<file path="src/rtl/pwguard_pkg.sv">
package pwguard_pkg;

    localparam int ADDR_W    = 8;
    localparam int DATA_W    = 8;
    localparam int KEY_BYTES = 4;
    localparam int KEY_W     = DATA_W * KEY_BYTES;

    localparam logic [ADDR_W-1:0] ENTRY_BASE  = 8'h88;
    localparam logic [ADDR_W-1:0] KEY1_BASE   = 8'h90;
    localparam logic [ADDR_W-1:0] KEY2_BASE   = 8'h94;
    localparam logic [ADDR_W-1:0] L1_LO       = 8'h80;
    localparam logic [ADDR_W-1:0] L1_HI       = 8'h87;
    localparam logic [ADDR_W-1:0] SCRATCH_LO  = 8'h8C;
    localparam logic [ADDR_W-1:0] SCRATCH_HI  = 8'h8E;
    localparam logic [ADDR_W-1:0] STATUS_ADDR = 8'h8F;

    typedef enum logic [1:0] {
        RULE_OPEN = 2'd0,
        RULE_L1   = 2'd1,
        RULE_L2   = 2'd2,
        RULE_LOCK = 2'd3
    } wr_rule_e;

    typedef struct packed {
        wr_rule_e rule;
        logic     rd_ok;
    } addr_rights_t;

    typedef struct packed {
        logic lvl1;
        logic lvl2;
    } grant_lvl_t;

    function automatic logic in_key(input logic [ADDR_W-1:0] addr,
                                    input logic [ADDR_W-1:0] base);
        return (int'(addr) >= int'(base)) && (int'(addr) < int'(base) + KEY_BYTES);
    endfunction

    function automatic addr_rights_t classify(input logic [ADDR_W-1:0] addr);
        addr_rights_t r;
        r.rd_ok = 1'b1;
        r.rule  = RULE_L2;
        if (in_key(addr, ENTRY_BASE)) begin
            r.rule  = RULE_OPEN;
            r.rd_ok = 1'b0;
        end else if (in_key(addr, KEY1_BASE) || in_key(addr, KEY2_BASE)) begin
            r.rule  = RULE_L2;
            r.rd_ok = 1'b0;
        end else if (addr >= L1_LO && addr <= L1_HI) begin
            r.rule = RULE_L1;
        end else if (addr >= SCRATCH_LO && addr <= SCRATCH_HI) begin
            r.rule = RULE_OPEN;
        end else if (addr == STATUS_ADDR) begin
            r.rule = RULE_LOCK;
        end
        return r;
    endfunction

endpackage

</file>
<file path="src/rtl/pwguard_keystore.sv">
module pwguard_keystore
    import pwguard_pkg::*;
(
    input  logic              clk,
    input  logic              rst,
    input  logic              wr_en,
    input  logic [ADDR_W-1:0] wr_addr,
    input  logic [DATA_W-1:0] wr_data,
    output logic [KEY_W-1:0]  entry_key,
    output logic [KEY_W-1:0]  key1,
    output logic [KEY_W-1:0]  key2
);

    for (genvar i = 0; i < KEY_BYTES; i++) begin : g_byte
        localparam int HI = KEY_W - 1 - DATA_W * i;

        always_ff @(posedge clk) begin
            if (rst) begin
                entry_key[HI -: DATA_W] <= '0;
                key1[HI -: DATA_W]      <= '0;
                key2[HI -: DATA_W]      <= '0;
            end else if (wr_en) begin
                if (wr_addr == ENTRY_BASE + ADDR_W'(i))
                    entry_key[HI -: DATA_W] <= wr_data;
                if (wr_addr == KEY1_BASE + ADDR_W'(i))
                    key1[HI -: DATA_W] <= wr_data;
                if (wr_addr == KEY2_BASE + ADDR_W'(i))
                    key2[HI -: DATA_W] <= wr_data;
            end
        end
    end

endmodule

</file>
<file path="src/rtl/pwguard_match.sv">
module pwguard_match
    import pwguard_pkg::*;
(
    input  logic [KEY_W-1:0] entry_key,
    input  logic [KEY_W-1:0] key1,
    input  logic [KEY_W-1:0] key2,
    output grant_lvl_t       lvl
);

    logic hit1;
    logic hit2;

    always_comb begin
        hit1     = (entry_key == key1);
        hit2     = (entry_key == key2);
        lvl.lvl2 = hit2;
        lvl.lvl1 = hit1 | hit2;
    end

endmodule

</file>
<file path="src/rtl/pwguard_policy.sv">
module pwguard_policy
    import pwguard_pkg::*;
(
    input  logic [ADDR_W-1:0] wr_addr,
    input  logic [ADDR_W-1:0] rd_addr,
    input  grant_lvl_t        lvl,
    output logic              wr_grant,
    output logic              rd_grant
);

    addr_rights_t wr_rights;
    addr_rights_t rd_rights;

    always_comb begin
        wr_rights = classify(wr_addr);
        rd_rights = classify(rd_addr);
        unique case (wr_rights.rule)
            RULE_OPEN: wr_grant = 1'b1;
            RULE_L1:   wr_grant = lvl.lvl1;
            RULE_L2:   wr_grant = lvl.lvl2;
            default:   wr_grant = 1'b0;
        endcase
        rd_grant = rd_rights.rd_ok;
    end

endmodule

</file>
<file path="src/rtl/pwguard_top.sv">
module pwguard_top
    import pwguard_pkg::*;
(
    input  logic              clk,
    input  logic              rst,
    input  logic              wr_req,
    input  logic [ADDR_W-1:0] wr_addr,
    input  logic [DATA_W-1:0] wr_data,
    input  logic [ADDR_W-1:0] rd_addr,
    output logic              wr_grant,
    output logic              rd_grant,
    output logic              lvl1_ok,
    output logic              lvl2_ok
);

    logic [KEY_W-1:0] entry_key;
    logic [KEY_W-1:0] key1;
    logic [KEY_W-1:0] key2;
    grant_lvl_t       lvl;
    logic             store_en;

    assign store_en = wr_req & wr_grant;

    pwguard_keystore u_store (
        .clk       (clk),
        .rst       (rst),
        .wr_en     (store_en),
        .wr_addr   (wr_addr),
        .wr_data   (wr_data),
        .entry_key (entry_key),
        .key1      (key1),
        .key2      (key2)
    );

    pwguard_match u_match (
        .entry_key (entry_key),
        .key1      (key1),
        .key2      (key2),
        .lvl       (lvl)
    );

    pwguard_policy u_policy (
        .wr_addr  (wr_addr),
        .rd_addr  (rd_addr),
        .lvl      (lvl),
        .wr_grant (wr_grant),
        .rd_grant (rd_grant)
    );

    assign lvl1_ok = lvl.lvl1;
    assign lvl2_ok = lvl.lvl2;

    AST_RESET_OPEN: assert property (@(posedge clk) $fell(rst) |-> (lvl1_ok && lvl2_ok));
    AST_L2_IMPLIES_L1: assert property (@(posedge clk) disable iff (rst) lvl2_ok |-> lvl1_ok);
    AST_STATUS_LOCKED: assert property (@(posedge clk) disable iff (rst) (wr_addr == STATUS_ADDR) |-> !wr_grant);
    AST_L1_AREA_NEEDS_LVL: assert property (@(posedge clk) disable iff (rst) (wr_addr >= L1_LO && wr_addr <= L1_HI && wr_grant) |-> lvl1_ok);
    AST_ENTRY_HIDDEN: assert property (@(posedge clk) disable iff (rst) (rd_addr >= ENTRY_BASE && rd_addr < ENTRY_BASE + 8'd4) |-> !rd_grant);
    AST_DENIED_NO_CHANGE: assert property (@(posedge clk) disable iff (rst) (wr_req && !wr_grant) |=> ($stable(lvl1_ok) && $stable(lvl2_ok)));
    AST_IDLE_LEVEL_STABLE: assert property (@(posedge clk) disable iff (rst) (!wr_req && !$past(rst)) |=> ($stable(lvl1_ok) && $stable(lvl2_ok)));

endmodule

</file>
<file path="config.mk">
export PLATFORM = sky130hd
export DESIGN_NAME = pwguard_top
export DESIGN_NICKNAME = d
export VERILOG_FILES = /design/src/rtl/pwguard_pkg.sv /design/src/rtl/pwguard_keystore.sv /design/src/rtl/pwguard_match.sv /design/src/rtl/pwguard_policy.sv /design/src/rtl/pwguard_top.sv
export SDC_FILE = /design/constraint.sdc
export NUM_CORES = 1
export LEC_CHECK = 0
export ABC_AREA = 1
export BUFFER_PORTS_ARGS = -buffer_cell sky130_fd_sc_hd__buf_2
export CAP_MARGIN = 20
export CORE_MARGIN = 2
export CORE_UTILIZATION = 35
export CTS_BUF_LIST = sky130_fd_sc_hd__clkbuf_4 sky130_fd_sc_hd__clkbuf_8
export CTS_CLUSTER_SIZE = 20
export DETAILED_ROUTE_END_ITERATION = 8
export SLEW_MARGIN = 20
export SYNTH_ARGS = -nofsm -noshare
export SYNTH_HDL_FRONTEND = slang
export SYNTH_SLANG_ARGS = --single-unit
</file>
<file path="constraint.sdc">
create_clock -name clk -period 2.05 [get_ports clk]
set_clock_uncertainty 0.05 [all_clocks]
set_input_delay 0.205 -clock clk [delete_from_list [all_inputs] [get_ports clk]]
set_output_delay 0.205 -clock clk [all_outputs]
set_load 0.03 [all_outputs]
</file>
==> results.tsv, run 1 <==
metric	value	unit
Reg2Reg Capture Point	u_store.key2[25]	
GPL Wtd Cong	0.846	
core area	16400	um^2
Avg Inst Size Synth	6.15	um^2
commonest non-fill, non-tap cell in the layout	nand2_1	
Starting DRT DRC Count	345	
Synthesized Nets	974	
count of warnings emitted by yosys	0	
routed wire length	15.3	mm
synth unique cells	24	
via count	5517	
failing checks	setup timing	
DRC	0	
Setup WS pre-CTS	-111	ps
Worst Hold Class	in -> reg	
drt first pass iters	4	
TritonCTS clock tree	done	
stages on the worst setup path	12	
Root Driver	clkbuf_8	
Final Hold Violating Endpoints	0	
CTS Buf Count	9	
Cells after DPL	1203	
met1 GRT Util	22.9	%
Initial Util	35.5	%
die width	133	um
initial antenna violation count	0	
# nets final	1043	
first-pass GRT wire length	24.7	mm
met3 Use GR	3.03	%
Pleak	3.47	nW
vias in the first global route	4973	
clk slew on worst S/H paths	90	ps
crit-path max FO	5	
Synth area leader	dfxtp_1	
Setup violations, final	71	
Placement Cell Area	6450	um^2
hold bufs inserted after CTS	0	
commonest non-fill, non-tap cells in the layout	nand2_1, inv_1, nor2_1	
Post-Syn Instances	947	
share of the synthesized area in the top cell type	33.0	%
pin count of the biggest net entering global routing	41	
Req. time, crit path	1790	ps
Filler Cell Count	1752	
final worst path period need	2150	ps
Via density	4.45	
max_cap viols	0	
Max stage delay on crit path	380	ps
I/O Buffers	28	
run status	finished, violations left	
Slew headroom	58.5	%
Clock Sinks	96	
Startpoint Class	flop	
Routed Antenna Nets	0	
total grt overflow	0	
Antenna Cells	0	
crit path to	wr_grant	
crit-path cells	inv_1 > nand2_1 > nand4_1 > nor2_2 > nand2_1 > nor2_2 > nand2_1 > nand2_2 > nand2_2 > nand3_4 > buf_12 > buf_8	
post-DR wirelength/cell	12.3	um
CP bufs+invs	3	
synthesized flop and latch total	96	
Chip Height	133	um
RSZ-0062 raised after global routing	yes	
Arr. time, crit path	1900	ps
CP startpoint	u_store.entry_key[10]	
boundary pin count	31	
PwrDens	533	nW/um^2
Seq. cell area	1950	um^2
Tcrit/Tclk final	105	%
worst-skew pair later-pin latency	380	ps
fmax	464	MHz
synthesized area	5820	um^2
DIE AREA	17700	um^2
cell mode on critical path	nand2_1	
Reg2Reg Depth	17	
Area contributors post-synth	dfxtp_1, nand2_1, inv_1	
Area Growth Syn to Fin	23.8	%
gr usage total	17.6	%
R2R Setup Slk	-70	ps
Hold WS	257	ps
GR peak layer	met2	
WS Path Type	reg -> out	
critical path endpoint category	output port	
Final WS setup	-104	ps
Row Count	47	
Max stage delay cell, worst path	dfxtp_4	
CTS Buffer Depth	2	
HPWL after detailed placement	9.74	mm
Max Slew Vio Count	0	
layout cells sized above 1	21.6	%
area of the multi-input gates	3030	um^2
register area share after synthesis	33.0	%
CP top delay family	simple AND/OR/NAND/NOR gates	
design area	7210	um^2
R2R Path Start	u_store.entry_key[10]	
Finished Layout Cells	1241	
H-tree levels	3	
met2 Resource Use GR	29.2	%
Worst VDD drop	0.355	mV
Slew @ Worst Pin	622	ps
-- synth_stat cells (all sizes together) --
cell,number
clkinv,1
nor4,3
o2111ai,1
dfxtp,96
nand2,297
xnor2,43
nor2,131
nand3,19
o21ai,3
o21bai,1
clkbuf,13
inv,211
buf,28
nand4,100
-- final cells by class --
class                      count  share of cell area, %
multi-input combinational    598                   42.0
sequential                    96                   27.0
timing repair buffer          99                   13.1
inverter                     212                   11.0
tap                          220                   3.82
clock buffer                  10                   1.91
clock inverter                 6                   1.15
-- how the worst min path moves through the flow --
stage | depth (start not counted) | start | endpoint
floorplan | 4 | wr_data[1] | u_store.entry_key[1]
global placement | 4 | u_store.key2[9] | u_store.key2[9]
detailed placement | 4 | u_store.key1[6] | u_store.key1[6]
CTS | 4 | rst | u_store.entry_key[8]
global route | 4 | rst | u_store.entry_key[3]
finish | 4 | rst | u_store.entry_key[10]
-- report_power, final --
| part | internal (mW) | switching, mW | total, mW |
|---|---|---|---|
| Combinational | 0.248 | 0.329 | 0.577 |
| Sequential | 1.87 | 0.00326 | 1.87 |
| Clock | 0.714 | 0.685 | 1.40 |
| Total | 2.83 | 1.02 | 3.85 |
-- flip-flops by register name, indices dropped and copies added, names as in the netlist --
| signal | cells |
|---|---|
| u_store.key2 | 32 |
| u_store.key1 | 32 |
| u_store.entry_key | 32 |
-- cell families after synthesis --
family / count (synthesis) / share of synthesized area (%)
buffers and inverters: 253 / 17.7
xor gates and xnor gates: 43 / 6.47
and+or+nand+nor: 550 / 42.2
DFF: 96 / 33.0
AOI/OAI and AO/OA: 5 / 0.602
-- worst min-delay path, delay by kind of cell --
family                 cells  cell delay, ps
buffers and inverters      2             270
and+or+nand+nor            2             170
-- metrics by stage --
stage	setup TNS [ps]	util, %	power [mW]
2_1_floorplan	0	-	2.20
3_3_place_gp	-2560	39.3	2.33
3_5_place_dp	-4130	39.3	2.33
4_1_cts	-6870	41.2	3.77
5_1_grt	-17710	43.9	4.01
6_report	-2070	43.9	3.85
-- metal layers --
metal,wire length [um],share of wire [%],vias up
li1,-,-,2987
met1,6990,46,2435
met2,7400,48,72
met3,550,3.6,23
met4,330,2.2,0
met5,0,0,-
-- timing repair --
item	4_1_cts	5_1_grt
gates cloned	1	5
pin swaps	6	58
gates resized for setup	21	102
setup endpoints to repair	99	99
buffers inserted	3	14
Note: power is estimated with default switching activity, not from simulation.
==> run 2: changes to the inputs <==
RECOVER_POWER = 100   (was default)
==> results.tsv, run 2 (synthesis gave the netlist of run 1 again) <==
metric	value	unit
Filler Cell Count	1753	
Clock Sinks	96	
pin count of the biggest net entering global routing	41	
met3 Use GR	3.03	%
Largest regs	u_store.entry_key: 32 flops, u_store.key1: 32 flops, u_store.key2: 32 flops	
failing checks	setup timing	
final worst path period need	2150	ps
GPL Wtd Cong	0.846	
Routed Antenna Nets	0	
routed wire length	15.3	mm
RSZ-0062 raised after global routing	yes	
first-pass GRT wire length	24.7	mm
core area	16400	um^2
layout cells sized above 1	21.5	%
gr usage total	17.6	%
clk slew on worst S/H paths	90	ps
Gate power share	15.0	%
vias in the first global route	4973	
Starting DRT DRC Count	345	
clock network fraction of total power	36.4	%
net switching power figure	1.02	mW
boundary pin count	31	
Antenna Cells	0	
Max Slew Vio Count	0	
max_cap viols	0	
DIE AREA	17700	um^2
critical path endpoint category	output port	
TritonCTS clock tree	done	
Placement Cell Area	6450	um^2
commonest non-fill, non-tap cells in the layout	nand2_1, inv_1, nor2_1	
worst-skew pair later-pin latency	380	ps
total grt overflow	0	
Tcrit/Tclk final	105	%
Req. time, crit path	1790	ps
commonest non-fill, non-tap cell in the layout	nand2_1	
Final Hold Violating Endpoints	0	
Area Growth Syn to Fin	23.8	%
initial antenna violation count	0	
# nets final	1043	
hold bufs inserted after CTS	0	
Switching Share	26.5	%
Pleak	3.47	nW
R2R Path Start	u_store.entry_key[10]	
Startpoint Class	flop	
Arr. time, crit path	1900	ps
Final WS setup	-104	ps
CTS Buffer Depth	2	
Slew @ Worst Pin	622	ps
CTS Buf Count	9	
min-delay src	rst	
Seq pwr share	48.6	%
Chip Height	133	um
Hold WS	257	ps
CP startpoint	u_store.entry_key[10]	
Via density	4.45	
PwrDens	533	nW/um^2
drt first pass iters	4	
cell internal pwr	2.83	mW
die width	133	um
Seq. cell area	1950	um^2
Worst Hold Class	in -> reg	
GR peak layer	met2	
met2 Resource Use GR	29.2	%
met1 GRT Util	22.9	%
Slew headroom	58.5	%
H-tree levels	3	
R2R Setup Slk	-70	ps
via count	5517	
fmax	464	MHz
DRC	0	
Row Count	47	
Root Driver	clkbuf_8	
design area	7210	um^2
area of the multi-input gates	3030	um^2
crit-path max FO	5	
post-DR wirelength/cell	12.3	um
I/O Buffers	28	
final core occ	43.9	%
run status	finished, violations left	
Initial Util	35.5	%
Setup violations, final	71	
Worst VDD drop	0.355	mV
HPWL after detailed placement	9.74	mm
WS Path Type	reg -> out	
run 2: area by class of cell:
cell class              count  area share, %
clock inverters             6           1.15
well taps                 220           3.82
multi-input cells         598           42.0
repair buffers             99           13.1
flip-flops and latches     96           27.0
clock buffers              10           1.91
inverters                 212           11.0
run 2: timing repair:
action	in CTS	in global routing
cloned	1	5
resized for setup	21	102
pin swaps	6	58
setup endpoints to repair	99	99
setup buffers	3	14
run 2: final timing paths:
| path | depth (start not counted) | to |
|---|---|---|
| setup / recovery | 12 | wr_grant |
| hold reg to reg | 4 | u_store.key2[4] |
| hold / removal | 4 | u_store.entry_key[10] |
| setup reg to reg | 17 | u_store.key2[25] |
run 2: critical path: stages, from the launching register on:
cell,delay (ps)
dfxtp_4,380
inv_1,50
nand2_1,50
nand4_1,100
nor2_2,130
nand2_1,100
nor2_2,110
nand2_1,80
nand2_2,80
nand2_2,70
nand3_4,130
buf_12,130
buf_8,110
run 2: layer usage:
layer | vias up | share of wire, %
met5 | - | 0
met4 | 0 | 2.2
met3 | 23 | 3.6
met2 | 72 | 48
met1 | 2435 | 46
li1 | 2987 | -
run 2: through the flow:
stage               cells  total power [mW]  setup slack, ps  TNS (ps)
floorplan             947              2.20             37.7         0
global placement     1203              2.33            -87.6     -2560
detailed placement   1203              2.33             -111     -4130
CTS                  1223              3.77             -150     -6870
global route         1241              4.01             -252    -17710
finish               1241              3.85             -104     -2070
run 2: power groups by stage:
stage | clock network (mW) | logic (mW) | registers [mW]
after floorplan | 0 | 0.289 | 1.91
after global placement | 0 | 0.416 | 1.91
after detailed placement | 0 | 0.418 | 1.91
after CTS | 1.44 | 0.456 | 1.87
after global routing | 1.52 | 0.625 | 1.87
final | 1.40 | 0.577 | 1.87
